==> src/rtl/gpio_dual_bank.sv <==
module gpio_dual_bank #(
  parameter int BANK_W = 16,
  parameter int ADDR_W = 8,
  parameter int BANK_OFS = 128,
  parameter logic [2*BANK_W-1:0] RSVD = 32'hE080_0000
) (
  input  logic                clk,
  input  logic                rst_n,
  input  logic [ADDR_W-1:0]   bus_addr,
  input  logic                bus_wr,
  input  logic [2*BANK_W-1:0] bus_wdata,
  output logic [2*BANK_W-1:0] bus_rdata,
  input  logic [2*BANK_W-1:0] pad_in,
  input  logic [2*BANK_W-1:0] aux1_in,
  input  logic [2*BANK_W-1:0] aux2_in,
  output logic [2*BANK_W-1:0] pad_out,
  output logic [2*BANK_W-1:0] pad_oe
);
  localparam int NPIN = 2 * BANK_W;
  localparam logic [ADDR_W-1:0] O_OV  = ADDR_W'(0);
  localparam logic [ADDR_W-1:0] O_OE  = ADDR_W'(4);
  localparam logic [ADDR_W-1:0] O_IE  = ADDR_W'(8);
  localparam logic [ADDR_W-1:0] O_AX1 = ADDR_W'(12);
  localparam logic [ADDR_W-1:0] O_AX2 = ADDR_W'(16);
  localparam logic [ADDR_W-1:0] O_AXI = ADDR_W'(20);
  localparam logic [ADDR_W-1:0] O_RB  = ADDR_W'(24);
  localparam logic [ADDR_W-1:0] O_POS = ADDR_W'(28);
  localparam logic [ADDR_W-1:0] O_NEG = ADDR_W'(32);

  logic [NPIN-1:0] r_ov, r_oe, r_ie, r_ax1, r_ax2, r_axi;
  logic [NPIN-1:0] st_pos, st_neg, sync1, sync2, lvl_q;

  logic              bank;
  logic [ADDR_W-1:0] ofs;
  assign bank = bus_addr >= ADDR_W'(BANK_OFS);
  assign ofs  = bank ? bus_addr - ADDR_W'(BANK_OFS) : bus_addr;

  logic [NPIN-1:0] set_v, clr_v;
  assign set_v = {{BANK_W{1'b0}}, bus_wdata[BANK_W-1:0]} << (bank ? BANK_W : 0);
  assign clr_v = {{BANK_W{1'b0}}, bus_wdata[NPIN-1:BANK_W]} << (bank ? BANK_W : 0);

  function automatic logic [NPIN-1:0] apply(input logic [NPIN-1:0] old,
                                            input logic [NPIN-1:0] s,
                                            input logic [NPIN-1:0] c);
    return (old | s) & ~c & ~RSVD;
  endfunction

  logic wr_ov, wr_oe, wr_ie, wr_ax1, wr_ax2, wr_axi, wr_pos, wr_neg;
  assign wr_ov  = bus_wr && ofs == O_OV;
  assign wr_oe  = bus_wr && ofs == O_OE;
  assign wr_ie  = bus_wr && ofs == O_IE;
  assign wr_ax1 = bus_wr && ofs == O_AX1;
  assign wr_ax2 = bus_wr && ofs == O_AX2;
  assign wr_axi = bus_wr && ofs == O_AXI;
  assign wr_pos = bus_wr && ofs == O_POS;
  assign wr_neg = bus_wr && ofs == O_NEG;

  logic [NPIN-1:0] in_en, rise, fall, rb_val;
  assign in_en  = (r_ie | r_oe) & ~RSVD;
  assign rise   = sync2 & ~lvl_q & in_en;
  assign fall   = ~sync2 & lvl_q & in_en;
  assign rb_val = sync2 & in_en;

  always_ff @(posedge clk) begin
    if (!rst_n) begin
      r_ov <= '0; r_oe <= '0; r_ie <= '0;
      r_ax1 <= '0; r_ax2 <= '0; r_axi <= '0;
      st_pos <= '0; st_neg <= '0;
      sync1 <= '0; sync2 <= '0; lvl_q <= '0;
    end else begin
      if (wr_ov)  r_ov  <= apply(r_ov,  set_v, clr_v);
      if (wr_oe)  r_oe  <= apply(r_oe,  set_v, clr_v);
      if (wr_ie)  r_ie  <= apply(r_ie,  set_v, clr_v);
      if (wr_ax1) r_ax1 <= apply(r_ax1, set_v, clr_v);
      if (wr_ax2) r_ax2 <= apply(r_ax2, set_v, clr_v);
      if (wr_axi) r_axi <= apply(r_axi, set_v, clr_v);
      st_pos <= ((st_pos & ~(wr_pos ? set_v : '0)) | rise) & ~RSVD;
      st_neg <= ((st_neg & ~(wr_neg ? set_v : '0)) | fall) & ~RSVD;
      sync1 <= pad_in;
      sync2 <= sync1;
      lvl_q <= sync2;
    end
  end

  logic [NPIN-1:0] drv;
  assign drv     = (r_ax1 & aux1_in) | (~r_ax1 & r_ax2 & aux2_in) | (~r_ax1 & ~r_ax2 & r_ov);
  assign pad_oe  = r_oe;
  assign pad_out = r_oe & drv;

  logic            mapped;
  logic [NPIN-1:0] rd_v;
  always_comb begin
    mapped = 1'b1;
    unique case (ofs)
      O_OV:    rd_v = r_ov;
      O_OE:    rd_v = r_oe;
      O_IE:    rd_v = r_ie;
      O_AX1:   rd_v = r_ax1;
      O_AX2:   rd_v = r_ax2;
      O_AXI:   rd_v = r_axi;
      O_RB:    rd_v = rb_val;
      O_POS:   rd_v = st_pos;
      O_NEG:   rd_v = st_neg;
      default: begin rd_v = '0; mapped = 1'b0; end
    endcase
  end

  always_ff @(posedge clk) begin
    if (!rst_n) bus_rdata <= '0;
    else        bus_rdata <= {{BANK_W{1'b0}}, rd_v[(bank ? BANK_W : 0) +: BANK_W]};
  end

  a_r1_zero_write_keeps: assert property (@(posedge clk) disable iff (!rst_n)
    (wr_ov && bus_wdata == '0) |=> $stable(r_ov));
  a_r2_clear_wins: assert property (@(posedge clk) disable iff (!rst_n)
    wr_oe |=> (r_oe & $past(set_v & clr_v)) == '0);
  a_r3_upper_zero: assert property (@(posedge clk) disable iff (!rst_n)
    bus_rdata[NPIN-1:BANK_W] == '0);
  a_r6_no_edge_disabled: assert property (@(posedge clk) disable iff (!rst_n)
    1'b1 |=> ((st_pos | st_neg) & ~$past(st_pos | st_neg) & ~$past(in_en)) == '0);
  a_r8_edge_beats_clear: assert property (@(posedge clk) disable iff (!rst_n)
    (wr_pos && (rise & set_v) != '0) |=> (st_pos & $past(rise)) == $past(rise));
  a_r9_reserved_idle: assert property (@(posedge clk) disable iff (!rst_n)
    ((pad_oe | st_pos | st_neg | r_ie) & RSVD) == '0);
  a_r10_unmapped_zero: assert property (@(posedge clk) disable iff (!rst_n)
    !mapped |=> bus_rdata == '0);
endmodule

==> config.mk <==
export PLATFORM = sky130hd
export DESIGN_NAME = gpio_dual_bank
export DESIGN_NICKNAME = d
export VERILOG_FILES = /design/src/rtl/gpio_dual_bank.sv
export SDC_FILE = /design/constraint.sdc
export NUM_CORES = 1
export LEC_CHECK = 0
export ABC_AREA = 0
export BUFFER_PORTS_ARGS = -buffer_cell sky130_fd_sc_hd__buf_2
export CORE_MARGIN = 3
export CORE_UTILIZATION = 50
export CTS_CLUSTER_SIZE = 10
export DETAILED_ROUTE_END_ITERATION = 10
export PLACE_DENSITY = 0.77
export SETUP_SLACK_MARGIN = 0.02
export SYNTH_ARGS = -nofsm -noshare
export SYNTH_HDL_FRONTEND = slang
export SYNTH_SLANG_ARGS = --single-unit
==> constraint.sdc <==
create_clock -name clk -period 2.4 [get_ports clk]
set_clock_uncertainty 0.1 [all_clocks]
set_input_delay 0.12 -clock clk [delete_from_list [all_inputs] [get_ports clk]]
set_output_delay 0.12 -clock clk [all_outputs]
set_load 0.005 [all_outputs]
* After elaboration in Yosys (flattened, before gate mapping) *
Index checks and enable logic that the tools add are counted.

operators by class
  muxes and demuxes = 5
  shifts and indexed selects = 3
  reduce and logical (&&, ||, !) cells = 9
  bitwise gates (word level) = 37
  equal/unequal tests = 8
  magnitude comparators = 1
  add/subtract/negate cells = 1

operators by type and width
  kind                   number
  $and A29 B29 Y29       12
  $pmux W32 S9           1
  $or A29 B29 Y29        9
  $not A29 Y29           5
  $and A32 B29 Y32       3
  $and A29 B32 Y32       2
  $and A32 B32 Y32       2
  $not A29 Y32           2
  $or A32 B32 Y32        2
  $mux W29               2
  $shl A16 B5 Y29        2
  $eq A8 B5 Y1 const B   4
  $shiftx A32 B6 Y16     1
  $eq A8 B4 Y1 const B   2
  $eq A8 B3 Y1 const B   1
  $eq A8 B6 Y1 const B   1
  $ge A8 B8 Y1 const B   1
  $logic_and A1 B1 Y1    8
  $logic_not A8 Y1       1
  $mux W8                1
  $sub A8 B8 Y8 const B  1
  $mux W5                1

storage, ports and cells
  logic and storage cells = 77
  register bits after elaboration = 349
  input bits = 139

* Logic depth before layout (Yosys ltp) *
Gate-level depths: netlist of the first run.

  word-level depth = 8
  gate-level depth with buffers = 8
  gate-level depth less buffers = 5

* Worst setup path after synthesis of the first run *
No wires, ideal clock.

  path type = input-to-reg
  start point = input port bus_addr[2]
  end point = register bus_rdata[10]
  slack = 0.443 ns
  buffers on the path = 3
  required time = 2.162 ns
  stages on the path = 7
  arrival time = 1.719 ns
  path through = buf_2 -> buf_2 -> buf_1 -> mux2i_1 -> nor2_1 -> a2111oi_0 -> a211oi_2

on the way
  word-level cells in the longest chain between the ends = 5

RTL lines
  element                                        line    RTL
  start, declared                                9       input logic [ADDR_W-1:0] bus_addr,
  $sub A8 B8 Y8 or $ge A8 B8 Y1 (tied branches)  36, 35
  $mux W8                                        36      assign ofs = bank ? bus_addr - ADDR_W'(BANK_OFS) : bus_addr;
  $eq A8 B6 Y1, or another cell as far along     n/a
  $pmux W32 S9                                   94      unique case (ofs)
  $shiftx A32 B6 Y16 *                           110     else bus_rdata <= {{BANK_W{1'b0}}, rd_v[(bank ? BANK_W : 0) +: BANK_W]};
  end signal, assigned                           110
  end, declared                                  12      output logic [2*BANK_W-1:0] bus_rdata,

Every way passes the cells marked *; elsewhere a longest branch is shown, timed or not.
A chain may end at the register's enable or synchronous reset.

* Final worst setup path of the first run *
  start point = input port bus_addr[1]
  end point = register r_ie[15]

on the way
  word-level cells in the longest chain between the ends = 5

RTL lines
  element                                          line    RTL
  $ge A8 B8 Y1                                     35      assign bank = bus_addr >= ADDR_W'(BANK_OFS);
  $mux W5                                          39, 40
  $shl A16 B5 Y29, on equally long branches        39, 40
  $or A29 B29 Y29 or $not A29 Y29 (tied branches)  45      return (old | s) & ~c & ~RSVD;
  $and A29 B29 Y29                                 45
  end signal, assigned                             73      if (wr_ie) r_ie <= apply(r_ie, set_v, clr_v);
  end, declared                                    30      logic [NPIN-1:0] r_ov, r_oe, r_ie, r_ax1, r_ax2, r_axi;

Several ways; a longest one is shown, not always the timed one.

==> out/metrics.cfg, run 1 <==
[drt]
vias=13944
wl_per_cell_um=25.1
drc=0
drt-total-wl_mm=55.3
first_iter_violations=1572
firstDrtPassIters=5
viasPerCell=6.32
ant_nets=0

[setup_path]
cp.required_ns=2.76
critical_path_class=in -> reg
arrival_ns=2.61
critPathLaunchType=input pin
crit_fanout=10
end_kind=register

[power_and_ir_drop]
power_density_mw_per_mm2=656
irDropWorstVdd_mv=0.473
p_leak_nw=6.44

[yosys]
synth_ff_type=dfxtp_1
synth_edf_count=0
synth_top_area_share_pct=45.3
ys_ff_latch=324
syn_inst=1564
syn_area_sq_mm=0.0143
ys_warn_count=0
yosysSeqAreaShare_pct=45.3
syn_area_per_cell_sq_um=9.16
async_flop_share_pct=0
yosysTopAreaCell=dfxtp_1
synth_area_leaders=dfxtp_1 (45%), a211oi_1 (9.1%), a21oi_1 (7.3%)
synth_cell_types=69

[cts]
clkTransAtPathRegs_ns=0.06
root_buffer=clkbuf_16
cts_buffers=39
clock_path_buffers=3
tritoncts=yes
cts_max_level=2
post-cts-setup-buffer-count=0
clock_latency_ns=0.53
cts_num_sinks=324

[sta]
fin_crit_ns=2.25
hold_ws_ns=0.0178
rsz0062_at_grt=no
fin_ws_ns=0.151
tightest_slew_ns=0.796
setup_viol=0
final_hold_viol_count=0
clock.fmax_mhz=445
finalCritPeriodShare_pct=93.7
relSlewSlack_pct=45.6
drv_slew=0

[grt]
grt_pass1_wl_mm=81.4
grt_pass1_vias=13515
grt_max_degree=83
antenna_found_initial=1
grt_overflow=0
grt_usage_pct=34.9

[layout]
synthToLayoutAreaGrowth_pct=23.2
fin_area_sq_mm=0.0177
post-route-util_pct=63.0
layout_common_cells=dfxtp_1 (324), a21oi_1 (208), buf_2 (197), a211oi_1 (173), and2_1 (97)
nNetsFinal=1956
layout_commonest_cell=dfxtp_1
drive_above_1_share_pct=20.8

[die]
core_area_sq_mm=0.0280
initial_core_util_pct=51.2
die_x_um=175
boundaryPins=235
die-height_um=175
die_area_sq_mm=0.0307
fp-row-count=61

[run]
maxCapViolCount=0

[placed_design]
post-dp-hpwl_mm=39.1
postPlaceCellArea_sq_mm=0.0160
io_buffers=198
dp_slack_ns=-0.110
place.gp.congestion=1.05

[run_status]
status=completed

[worst_hold_path]
min_path_type=in -> reg

[worst paths after layout]
path	from	to	slack (ns)	cells past startpoint
max	bus_addr[1]	r_ie[15]	0.15	8
max reg2reg	pad_oe[21]	bus_rdata[5]	0.18	6
min	bus_wdata[5]	pad_oe[21]	0.02	3
min reg2reg	sync1[4]	sync2[4]	0.33	1
[stage by stage]
step | std cells | total power, mW | TNS (ns)
floorplan | 1587 | 5.94 | 0
global placement | 2100 | 6.27 | -0.269
detailed placement | 2100 | 6.28 | -0.210
CTS | 2204 | 11.6 | 0
global route | 2205 | 11.9 | 0
finish | 2205 | 11.6 | 0
[power by group]
part	internal, mW	switching (mW)	total (mW)	leakage [nW]
sequential	5.45	0.0377	5.48	2.62
clock	3.20	2.13	5.33	0.544
combinational	0.268	0.504	0.772	3.28
[cell families (layout without fill, tap and decap cells)]
group	Yosys count	count (layout)	synth area share, %
AO/OA/AOI/OAI	635	635	29.5
buffers and inverters	176	415	5.69
flip-flops	324	324	45.3
multiplexers	78	78	5.89
other	1	25	0.0262
AND/OR/NAND/NOR	350	350	13.6
[state kept, by name, indices dropped and copies added (netlist names)]
signal,flops
bus_rdata,16
r_ax2,28
r_ax1,28
lvl_q,28
r_axi,28
r_ie,28
st_neg,28
st_pos,28
pad_oe,28
sync2,28
sync1,28
r_ov,28
[layer usage]
| metal | GRT usage (%) | wire length (um) | vias to the layer above | share of wire (%) |
|---|---|---|---|---|
| li1 | - | - | 6218 | - |
| met1 | 41.3 | 20700 | 6695 | 38 |
| met2 | 59.1 | 26100 | 826 | 47 |
| met3 | 6.53 | 4850 | 205 | 8.8 |
| met4 | 20.6 | 3640 | 0 | 6.6 |
| met5 | 0 | 0 | - | 0 |
[cell usage after synthesis, drive strengths merged, types with 4 or more instances]
library cell,instances
inv,17
nand3b,7
mux2i,63
dfxtp,324
a221o,10
a21boi,45
and2,97
a211oi,176
a221oi,6
o211ai,15
nor4,4
o2bb2ai,4
a22o,6
nor3,23
mux2,11
clkbuf,89
a22oi,11
buf,70
o21ai,58
a31oi,6
a21bo,12
mux4,4
o21a,45
a2111oi,9
nor2b,14
a21oi,208
nand2,66
nor3b,25
nand3,14
a41o,5
nor2,76
nand2b,4
[critical path: stages]
cell           delay [ns]
buf_2                0.19
or4b_1               0.72
buf_4                0.25
nor3_4               0.22
buf_4                0.21
a21oi_1              0.08
a211oi_1             0.24
dlygate4sd3_1        0.58
[cell type report]
type / count / area (sq um)
Antenna cell: 1 / 2.50
Clock inverter: 2 / 35.0
Timing Repair Buffer: 348 / 2370
Clock buffer: 48 / 1070
Sequential cell: 324 / 6490
Tap cell: 378 / 473
Multi-Input combinational cell: 1087 / 7150
Inverter: 17 / 68.8
Fill cell: 2383 / 10400
[what timing repair did]
item                                   4_1_cts  5_1_grt
endpoints found under the hold margin      194        0
resized for setup                            0        1
setup endpoints to repair                    0        1
hold buffers                                54        0
Note: power is estimated with default switching activity, not from simulation.
==> run 2, diff against run 1 <==
Settings changed: CAP_MARGIN set to 10, REMOVE_ABC_BUFFERS set to 1.
==> run 2 against run 1 <==
Sequential share of layout area down 0.51 points. Count of clock-buffer cells in the layout decreased by 8. Non-clock buffer count is 29 higher. Largest cell class unchanged. Clock power decreased by 5.3%. Critical path type unchanged. Hold slack better by 0.16 ns. Combinational power is 2.7% lower. Setup slack lost 0.014 ns. Final area is 1.4% higher. Critical path depth did not move.
==> out/metrics.cfg, run 2 (synthesized netlist as in run 1, its figures left out) <==
[cts]
postCtsResizedCells=0
cts_max_level=2
clkTransAtPathRegs_ns=0.05
cts_num_sinks=324
cts_buffers=38
root_buffer=clkbuf_16
tritoncts=yes
clock_path_buffers=3
clock_latency_ns=0.52

[setup_path]
cp.required_ns=2.76
critical_path_class=in -> reg
critPathLaunchType=input pin
crit_fanout=16
end_kind=register
arrival_ns=2.62

[drt]
firstDrtPassIters=6
viasPerCell=6.17
ant_nets=0
first_iter_violations=1711
vias=13749
drc=0
wl_per_cell_um=21.8
drt-total-wl_mm=48.6

[power_and_ir_drop]
p_leak_nw=6.59
power_density_mw_per_mm2=630
irDropWorstVdd_mv=0.489
power.total_mw=11.3

[layout]
layout_common_cells=dfxtp_1 (324), a21oi_1 (208), buf_2 (197), a211oi_1 (173), and2_1 (97)
nNetsFinal=1984
fin_area_sq_mm=0.0179
fin_cells=2230
synthToLayoutAreaGrowth_pct=24.9
post-route-util_pct=63.9
drive_above_1_share_pct=20.4
layout_commonest_cell=dfxtp_1

[grt]
grt_usage_pct=30.6
use_met1_pct=40.1
antenna_found_initial=4
grt_pass1_wl_mm=74.8
grt_overflow=0
grt_pass1_vias=13368
top_usage_layer=met2
grt_max_degree=65
use_met3_pct=6.01
use_met2_pct=49.5

[sta]
clock.fmax_mhz=442
drv_slew=0
final_hold_viol_count=0
setup_viol=0
rsz0062_at_grt=no
tightest_slew_ns=0.707
fin_ws_ns=0.137
finalCritPeriodShare_pct=94.3
fin_crit_ns=2.26
relSlewSlack_pct=51.7
setup_tns_ns=0
hold_ws_ns=0.174

[placed_design]
dp.cells=2098
place.gp.congestion=0.965
post-dp-hpwl_mm=32.4
dp_slack_ns=0.129
postPlaceCellArea_sq_mm=0.0160
io_buffers=198

[die]
initial_core_util_pct=51.2
die_area_sq_mm=0.0307
die_x_um=175
fp-row-count=61
die-height_um=175
boundaryPins=235
core_area_sq_mm=0.0280

[run_status]
status=completed

[worst_hold_path]
min_path_type=in -> reg

[run]
maxCapViolCount=0

-- run 2: area by class of cell --
| cell class | count | area [sq um] |
|---|---|---|
| antenna | 3 | 7.51 |
| clock buffer | 40 | 958 |
| multi-input combinational | 1087 | 7170 |
| fill | 2279 | 10100 |
| inverter | 17 | 68.8 |
| sequential | 324 | 6490 |
| clock inverter | 4 | 63.8 |
| timing repair buffer | 377 | 2680 |
| tap | 378 | 473 |
-- run 2: final timing paths --
kind	from	to	slack, ns	depth (start not counted)
max	bus_addr[3]	r_ax1[7]	0.14	8
min	bus_addr[6]	bus_rdata[7]	0.17	4
max reg2reg	pad_oe[22]	bus_rdata[6]	0.65	5
min reg2reg	sync1[11]	sync2[11]	0.33	1
-- run 2: where the power goes --
| part | total, mW | switching (mW) | leakage (nW) | internal, mW |
|---|---|---|---|---|
| logic | 0.751 | 0.458 | 3.47 | 0.293 |
| clock network | 5.05 | 2.12 | 0.501 | 2.93 |
| registers | 5.48 | 0.0325 | 2.62 | 5.44 |
-- run 2: metal layers --
layer	vias to the layer above	wire, um
met5	-	27
met4	4	2110
met3	174	5320
met2	868	22100
met1	6424	19000
li1	6279	-
-- run 2: worst max-delay path: stages --
cell,delay (ns)
buf_2,0.28
nor4bb_4,0.59
nand2_1,0.20
nor2_2,0.27
buf_12,0.20
a21oi_1,0.08
a211oi_1,0.25
dlygate4sd3_1,0.60
-- run 2: repair_timing --
action	4_1_cts	5_1_grt
hold buffers	85	0
endpoints found under the hold margin	227	0
setup buffers	0	0
